$ cat src/rtl/cec_pkg.sv
package cec_pkg;
  localparam int unsigned REG_W = 32;
  localparam int unsigned ADDR_W = 2;

  typedef enum logic [ADDR_W-1:0] {
    ADDR_LATCH = 2'd0,
    ADDR_MASK  = 2'd1,
    ADDR_PEND  = 2'd2,
    ADDR_CTRL  = 2'd3
  } cec_addr_e;
endpackage

$ cat src/rtl/cec_prio_enc.sv
module cec_prio_enc #(
  parameter int unsigned N = 16,
  localparam int unsigned IDX_W = (N > 1) ? $clog2(N) : 1
) (
  input  logic [N-1:0]     vec_i,
  output logic             found_o,
  output logic [IDX_W-1:0] idx_o,
  output logic [N-1:0]     onehot_o
);
  // lowest index wins
  always_comb begin
    found_o  = 1'b0;
    idx_o    = '0;
    for (int i = N - 1; i >= 0; i--) begin
      if (vec_i[i]) begin
        found_o = 1'b1;
        idx_o   = IDX_W'(i);
      end
    end
    onehot_o = '0;
    onehot_o[idx_o] = found_o;
  end
endmodule

$ cat src/rtl/cec_latch_bank.sv
module cec_latch_bank #(
  parameter int unsigned N = 16
) (
  input  logic         clk_i,
  input  logic         rst_ni,
  input  logic [N-1:0] req_i,
  input  logic         latch_we_i,
  input  logic         mask_we_i,
  input  logic [N-1:0] wdata_i,
  input  logic [N-1:0] acc_clr_i,
  output logic [N-1:0] latch_o,
  output logic [N-1:0] mask_o
);
  logic [N-1:0] latch_q, mask_q, sw_cancel;

  // cancel only where the level is masked
  assign sw_cancel = latch_we_i ? (wdata_i & ~mask_q) : '0;

  always_ff @(posedge clk_i or negedge rst_ni) begin
    if (!rst_ni) begin
      latch_q <= '0;
      mask_q  <= '0;
    end else begin
      latch_q <= (latch_q & ~sw_cancel & ~acc_clr_i) | req_i;
      if (mask_we_i) mask_q <= wdata_i;
    end
  end

  assign latch_o = latch_q;
  assign mask_o  = mask_q;
endmodule

$ cat src/rtl/cec_pend_track.sv
module cec_pend_track #(
  parameter int unsigned N = 16,
  localparam int unsigned IDX_W = (N > 1) ? $clog2(N) : 1
) (
  input  logic             clk_i,
  input  logic             rst_ni,
  input  logic [N-1:0]     acc_set_i,
  input  logic             ret_i,
  output logic [N-1:0]     pend_o,
  output logic             top_found_o,
  output logic [IDX_W-1:0] top_idx_o
);
  logic [N-1:0] pend_q, top_oh;

  cec_prio_enc #(.N(N)) top_enc_i (
    .vec_i   (pend_q),
    .found_o (top_found_o),
    .idx_o   (top_idx_o),
    .onehot_o(top_oh)
  );

  always_ff @(posedge clk_i or negedge rst_ni) begin
    if (!rst_ni) pend_q <= '0;
    else         pend_q <= (pend_q & ~(ret_i ? top_oh : '0)) | acc_set_i;
  end

  assign pend_o = pend_q;
endmodule

$ cat src/rtl/cec_arbiter.sv
module cec_arbiter #(
  parameter int unsigned N = 16,
  parameter int unsigned GP_BASE = 7,
  localparam int unsigned IDX_W = (N > 1) ? $clog2(N) : 1
) (
  input  logic [N-1:0]     latch_i,
  input  logic [N-1:0]     mask_i,
  input  logic             gie_i,
  input  logic             top_found_i,
  input  logic [IDX_W-1:0] top_idx_i,
  input  logic             ack_i,
  input  logic             ret_i,
  output logic             irq_o,
  output logic [IDX_W-1:0] lvl_o,
  output logic [N-1:0]     acc_oh_o
);
  logic [N-1:0] gate, cand, win_oh;
  logic         win_found;

  for (genvar g = 0; g < N; g++) begin : g_gate
    if (g < GP_BASE) begin : g_core
      assign gate[g] = 1'b1;
    end else begin : g_gp
      assign gate[g] = gie_i;
    end
  end

  assign cand = latch_i & mask_i & gate;

  cec_prio_enc #(.N(N)) win_enc_i (
    .vec_i   (cand),
    .found_o (win_found),
    .idx_o   (lvl_o),
    .onehot_o(win_oh)
  );

  assign irq_o    = win_found && (!top_found_i || (lvl_o < top_idx_i));
  assign acc_oh_o = (ack_i && irq_o && !ret_i) ? win_oh : '0;
endmodule

$ cat src/rtl/cec_core.sv
module cec_core #(
  parameter int unsigned NUM_LEVELS = 16,
  parameter int unsigned GP_BASE = 7,
  localparam int unsigned LVL_W = (NUM_LEVELS > 1) ? $clog2(NUM_LEVELS) : 1,
  localparam int unsigned REG_W = cec_pkg::REG_W,
  localparam int unsigned ADDR_W = cec_pkg::ADDR_W
) (
  input  logic                  clk_i,
  input  logic                  rst_ni,
  input  logic [NUM_LEVELS-1:0] evt_req_i,
  input  logic                  reg_we_i,
  input  logic [ADDR_W-1:0]     reg_addr_i,
  input  logic [REG_W-1:0]      reg_wdata_i,
  output logic [REG_W-1:0]      reg_rdata_o,
  input  logic                  gie_set_i,
  input  logic                  gie_clr_i,
  input  logic                  ack_i,
  input  logic                  ret_i,
  output logic                  irq_o,
  output logic [LVL_W-1:0]      irq_level_o
);
  import cec_pkg::*;

  logic [NUM_LEVELS-1:0] latch_q, mask_q, pend_q, acc_oh;
  logic                  gie_q, top_found;
  logic [LVL_W-1:0]      top_idx;
  cec_addr_e             addr;

  assign addr = cec_addr_e'(reg_addr_i);

  cec_latch_bank #(.N(NUM_LEVELS)) bank_i (
    .clk_i     (clk_i),
    .rst_ni    (rst_ni),
    .req_i     (evt_req_i),
    .latch_we_i(reg_we_i && addr == ADDR_LATCH),
    .mask_we_i (reg_we_i && addr == ADDR_MASK),
    .wdata_i   (reg_wdata_i[NUM_LEVELS-1:0]),
    .acc_clr_i (acc_oh),
    .latch_o   (latch_q),
    .mask_o    (mask_q)
  );

  cec_pend_track #(.N(NUM_LEVELS)) pend_i (
    .clk_i      (clk_i),
    .rst_ni     (rst_ni),
    .acc_set_i  (acc_oh),
    .ret_i      (ret_i),
    .pend_o     (pend_q),
    .top_found_o(top_found),
    .top_idx_o  (top_idx)
  );

  cec_arbiter #(.N(NUM_LEVELS), .GP_BASE(GP_BASE)) arb_i (
    .latch_i    (latch_q),
    .mask_i     (mask_q),
    .gie_i      (gie_q),
    .top_found_i(top_found),
    .top_idx_i  (top_idx),
    .ack_i      (ack_i),
    .ret_i      (ret_i),
    .irq_o      (irq_o),
    .lvl_o      (irq_level_o),
    .acc_oh_o   (acc_oh)
  );

  // clear command dominates
  always_ff @(posedge clk_i or negedge rst_ni) begin
    if (!rst_ni)        gie_q <= 1'b0;
    else if (gie_clr_i) gie_q <= 1'b0;
    else if (gie_set_i) gie_q <= 1'b1;
  end

  always_comb begin
    unique case (addr)
      ADDR_LATCH: reg_rdata_o = REG_W'(latch_q);
      ADDR_MASK:  reg_rdata_o = REG_W'(mask_q);
      ADDR_PEND:  reg_rdata_o = REG_W'(pend_q);
      default:    reg_rdata_o = REG_W'(gie_q);
    endcase
  end
endmodule

$ cat config.mk
export PLATFORM = sky130hd
export DESIGN_NAME = cec_core
export DESIGN_NICKNAME = d
export VERILOG_FILES = /design/src/rtl/cec_pkg.sv /design/src/rtl/cec_prio_enc.sv /design/src/rtl/cec_latch_bank.sv /design/src/rtl/cec_pend_track.sv /design/src/rtl/cec_arbiter.sv /design/src/rtl/cec_core.sv
export SDC_FILE = /design/constraint.sdc
export NUM_CORES = 1
export LEC_CHECK = 0
export ABC_CLOCK_PERIOD_IN_PS = 3000
export BUFFER_PORTS_ARGS = -buffer_cell sky130_fd_sc_hd__buf_4
export CAP_MARGIN = 10
export CORE_MARGIN = 2
export CORE_UTILIZATION = 48
export DETAILED_ROUTE_END_ITERATION = 10
export PLACE_DENSITY = 0.77
export SYNTH_ARGS = -nofsm -noshare
export SYNTH_HDL_FRONTEND = slang
export SYNTH_SLANG_ARGS = --single-unit
$ cat constraint.sdc
create_clock -name clk_i -period 3 [get_ports clk_i]
set_clock_uncertainty 0.2 [all_clocks]
set_input_delay 0.3 -clock clk_i [delete_from_list [all_inputs] [get_ports clk_i]]
set_output_delay 0.3 -clock clk_i [all_outputs]
set_load 0.02 [all_outputs]
# Word level (Yosys, flattened, before mapping)
# Index checks and enable logic that the tools add are counted.
# totals
regBits,49
latchBits,0
ram_bits,0
rom_bits,0
in_bits,57
out_inout_bits,37
mem_count,0
# op_classes
n_addsub,0
n_mul,0
div,0
n_lt_le_gt_ge,5
n_eq_ne,2
shifts,0
n_mux,74
bitwise,14
n_reduce_logical,12
# ops
op,count
AND 16 bit,8
two-way mux 4 bit,32
NOT 16 bit,4
two-way mux 16 bit,3
one-hot mux 16 bit (3 select lines),1
two-way mux 1 bit,36
bitwise OR 16 bit,2
"less-than comparator 4 x 5 -> 1 bit, second input constant",2
demux 1 bit (select 4 bit),2
"greater-or-equal comparator 4 x 1 -> 1 bit, second input constant",2
logical AND 1 bit,7
less-than comparator 4 bit,1
"equality test 2 x 1 -> 1 bit, second input constant",1
"equality test 2 bit, second input constant",1
zero test 1 bit,2
zero test 2 bit,1
nonzero test 2 bit,1
logical OR 1 bit,1

# Logic depth before layout (Yosys ltp)
# depth
ltp_word,27
depth_mapped,12

# Hierarchy
# Synthesis repeated with hierarchy kept, for this count alone.
# hier_totals
cells_unflattened,390
area_unflattened_um2,3769.9
# modules_own_cells
mod,instances,cells_per_inst,area_per_inst_um2
cec_latch_bank,1,100,1388.8
cec_prio_enc,2,58,337.8
cec_core,1,60,626.9
cec_pend_track,1,50,611.8
cec_arbiter,1,64,466.7

# Worst setup path after synthesis
# No wires, ideal clock.
# synth_path
kind,register -> output
start,"register bank_i.latch_q[13], in the netlist bank_i.latch_o[13]"
end,output irq_o
t_arrival_ns,2.623
required_ns,2.500
setup_slack_ns,-0.123
path_stages_with_launch,12
cell_sequence,dfrtp_1 > and2_1 > a2111oi_2 > o21ai_2 > a21oi_4 > ha_1 > o21a_1 > o21a_1 > o22a_4 > a31oi_2 > o21ai_2 > inv_1
# synth_between
elab_chain_cells,19
elab_cells_between_ends,33
classes_between,1 x order compare; 28 x mux; 2 x bitwise; 2 x reduce/logical
# synth_lines
item,line_no,rtl
from (decl),cec_latch_bank.sv:14,"logic [N-1:0] latch_q, mask_q, sw_cancel;"
from (signal assigned),cec_latch_bank.sv:24,latch_q <= (latch_q & ~sw_cancel & ~acc_clr_i) | req_i;
AND 16 bit (2 in a row),cec_arbiter.sv:28,assign cand = latch_i & mask_i & gate;
two-way mux 4 bit (14 in a row),cec_prio_enc.sv:15,if (vec_i[i]) begin
via irq_level_o[1],cec_core.sv:20,output logic [LVL_W-1:0] irq_level_o
less-than comparator 4 bit,cec_arbiter.sv:37,assign irq_o = win_found && (!top_found_i || (lvl_o < top_idx_i));
logical OR 1 bit,cec_arbiter.sv:37,
logical AND 1 bit,cec_arbiter.sv:37,
to (decl),cec_core.sv:19,"output logic irq_o,"
# The timed path passes the listed nets, and every way through them passes these cells.

# Final worst setup path
# layout_path
start,"register bank_i.mask_q[6], in the netlist bank_i.mask_o[6]"
end,output irq_o
# layout_between
elab_chain_cells,12
elab_cells_between_ends,19
classes_between,1 x order compare; 14 x mux; 2 x bitwise; 2 x reduce/logical
# layout_lines
item,line_no,rtl
from (decl),cec_latch_bank.sv:14,
from (signal assigned),cec_latch_bank.sv:25,if (mask_we_i) mask_q <= wdata_i;
AND 16 bit (*) (2 in a row),cec_arbiter.sv:28,
two-way mux 4 bit (7 in a row),cec_prio_enc.sv:15,
less-than comparator 4 bit,cec_arbiter.sv:37,
logical OR 1 bit,cec_arbiter.sv:37,
logical AND 1 bit (*),cec_arbiter.sv:37,
# Mark *: on every way between the ends. The rest lies on a longest branch, timed or not.

==> flow_metrics.tcl <==
set metrics [dict create \
    grt_max_degree 50 \
    max_freq_mhz 303 \
    ir_drop_mv 0.517 \
    yosys.area.top_type "dfrtp_1" \
    start_util 0.498 \
    cts-root-buf "clkbuf_8" \
    worstMarginPinSlew_ns 0.671 \
    busiest_layer "met2" \
    hpwl_mm 7.80 \
    fin_crit_sh 1.10 \
    yosys_most_used_dff "dfrtp_1" \
    outcome "finished, violations left" \
    p_leak_nw 2.12 \
    coreArea_um2 6790 \
    htreeDepth 2 \
    grt_use_met2 0.482 \
    synthArstFlopShare 1.00 \
    grt_first_pass_wirelength_mm 16.6 \
    power_density_nw_per_um2 1070 \
    path_cells "a32oi_2 > nand4_1 > nor2_4 > ha_1 > a211oi_2 > o2111ai_2 > a31oi_4 > o21ai_2 > inv_2 > buf_4" \
    hold_slack_ns 0.0190 \
    crit_buf_inv 2 \
    num_io_pins 94 \
    synth_top_area_frac 0.362 \
    fp.dieH_um 88.0 \
    die_x_um 88.0 \
    finalSetupViolCount 11 \
    die_area_um2 7740 \
    end_kind "output port" \
    required_ns 2.50 \
    critical_path.max_stage_delay_ns 0.47 \
    max-clock-path-buffers 2 \
    first_global_vias 3302 \
    total_power_mw 5.15 \
    worst_path_max_delay_cell "dfrtp_1" \
    ys_types 71 \
    cts_tree "built" \
    via_count 3484 \
    overflow 0 \
    path_delay_family "compound AO/OA/AOI/OAI gates" \
    cts_made_buffers 5 \
    grtUsageMet3 0.0434 \
    syn_inst 357 \
    drive_gt1_frac 0.448 \
    worstSkewPairLatency_ns 0.31 \
    avgSynthCellArea_um2 9.48 \
    drt_iter0_markers 286 \
    numPortBuffers 61 \
    min_period_ns 3.30 \
    violations "setup timing" \
    cts.sinks 49 \
    groute.usage.overall 0.280 \
    crit_type "flip-flop to output port" \
    place_congestion 0.890 \
    ys_warn_count 0 \
    layout.nets 554 \
    remaining_drc_errors 0 \
    n_antenna_cell 0 \
    hold_viol 0 \
    grt.met1_usage 0.371 \
    ys_seq_area_frac 0.362 \
    slew_headroom 0.552 \
    synth_most_common_cell "dfrtp_1" \
    finalSetupTns_ns -0.795 \
    slew_violations 0 \
    synth_area_leaders "dfrtp_1, mux2_2, mux2i_1, nand2_1, nand4b_1" \
    first_pass_iters 5 \
    rsz0062_at_grt "yes" \
    path_clk_slew_ns 0.11 \
    maxCapViolCount 0 \
    drt_wl_total_mm 10.9 \
    hp-class "primary input to flip-flop" \
    num_rows 30 \
    cp.arrival_ns 2.80 \
    ant_nets 0 \
    synth-seq-cells 49 \
    viasPerCell 5.90 \
    synth-edff-count 0 \
    cp-start-kind "flip-flop" \
    wl_per_cell_um 18.4 \
    syn_area_um2 3380 \
    syn_to_final_growth_pct 41.7 \
    synth.cells.most_frequent "dfrtp_1, nand2_1, o21ai_0" \
    cp_max_fo 6 \
    antenna_found_initial 0 \
    worst_slack_ns -0.298 \
]
==> per-stage QoR <==
| step | setup slack [ns] | cell area [um^2] | utilization | cells |
|---|---|---|---|---|
| global placement | 0.00187 | 4320 | 0.636 | 562 |
| CTS | -0.256 | 4580 | 0.673 | 579 |
| finish | -0.298 | 4790 | 0.706 | 591 |
| detailed placement | -0.0660 | 4320 | 0.636 | 562 |
| floorplan | 0.00861 | 3460 | - | 372 |
| global route | -0.409 | 4790 | 0.706 | 591 |
==> report_power, final <==
group	total, mW	switching (mW)	internal (mW)
Sequential	0.950	0.156	0.793
Combinational	3.76	1.95	1.81
Clock	0.436	0.246	0.191
==> layout by cell type, fill, tap and decap left out, types with 3 or more instances in the layout <==
cell type,netlist,final
nor4_4,2,3
o21a_1,3,3
nand2_2,2,5
nand2_1,40,37
o31a_1,10,10
buf_6,1,4
inv_1,11,9
dlygate4sd3_1,0,5
a21o_1,9,9
conb_1,1,16
buf_4,16,135
o22ai_1,4,4
o21ai_2,2,9
o21ai_0,23,21
nor3_1,7,7
a22oi_2,0,4
nand4_1,3,3
o31ai_1,10,9
nor2b_1,3,3
nand2b_1,4,3
dfrtp_1,49,48
or3_1,3,3
mux2_2,14,14
nand3_4,2,3
nor2_2,0,3
mux2i_1,15,15
nand3_1,5,3
nor2_1,18,14
a21oi_1,13,13
clkbuf_8,0,6
nand4b_1,15,15
==> kinds of logic after synthesis <==
group,count (synthesis),share of synthesized area
DFF,49,0.362
AOI/OAI and AO/OA,116,0.257
and+or+nand+nor,116,0.202
adders and majority gates,3,0.0111
muxes,30,0.0976
buffers and inverters,42,0.0688
other,1,0.00111
==> final timing paths <==
path / from / to / slack [ns] / cells after the start
min in group asynchronous: rst_ni / pend_i.pend_o[6] / 0.36 / 2
hold reg to reg: bank_i.mask_o[15] / bank_i.mask_o[15] / 0.39 / 1
max in group asynchronous: rst_ni / gie_q / 1.74 / 2
setup reg to reg: bank_i.latch_o[8] / bank_i.latch_o[6] / -0.09 / 14
setup / recovery: bank_i.mask_o[6] / irq_o / -0.30 / 10
hold / removal: reg_wdata_i[11] / bank_i.mask_o[11] / 0.02 / 2
==> timing repair <==
item	CTS	global route
gates cloned	0	0
resized for setup	15	26
pin swaps	5	10
hold buffers	5	0
hold endpoints to repair	53	0
setup buffers	4	12
endpoints found under the setup margin	13	21
==> routing by layer <==
layer  part of all wire  wire, um
met5                  0         0
met4              0.017       190
met3              0.074       800
met2               0.50      5490
met1               0.40      4400
==> sequential cells by signal (all words and copies together) (netlist names) <==
name and flops:
bank_i.latch_o 16, gie_q 1, bank_i.mask_o 16, pend_i.pend_o 16
==> worst reg2reg max path: stages (launching register included) <==
cell and delay [ns]:
dfrtp_1 0.41, a22oi_2 0.26, buf_4 0.15, o31a_1 0.12, o21ai_2 0.08, a21oi_4 0.19, ha_4 0.22, o21a_1 0.17
o21a_1 0.19, o22a_4 0.21, buf_6 0.12, buf_6 0.12, nand3_4 0.10, nand3_4 0.15, o31a_1 0.30
==> area by class of cell <==
class	count	area, um^2
clock buffers	6	82.6
clock inverters	2	16.3
fillers	534	2000
inverters	12	47.5
multi-input cells	281	2170
flip-flops and latches	49	1230
well taps	96	120
repair buffers	145	1130
(Power assumes the default switching activity.)
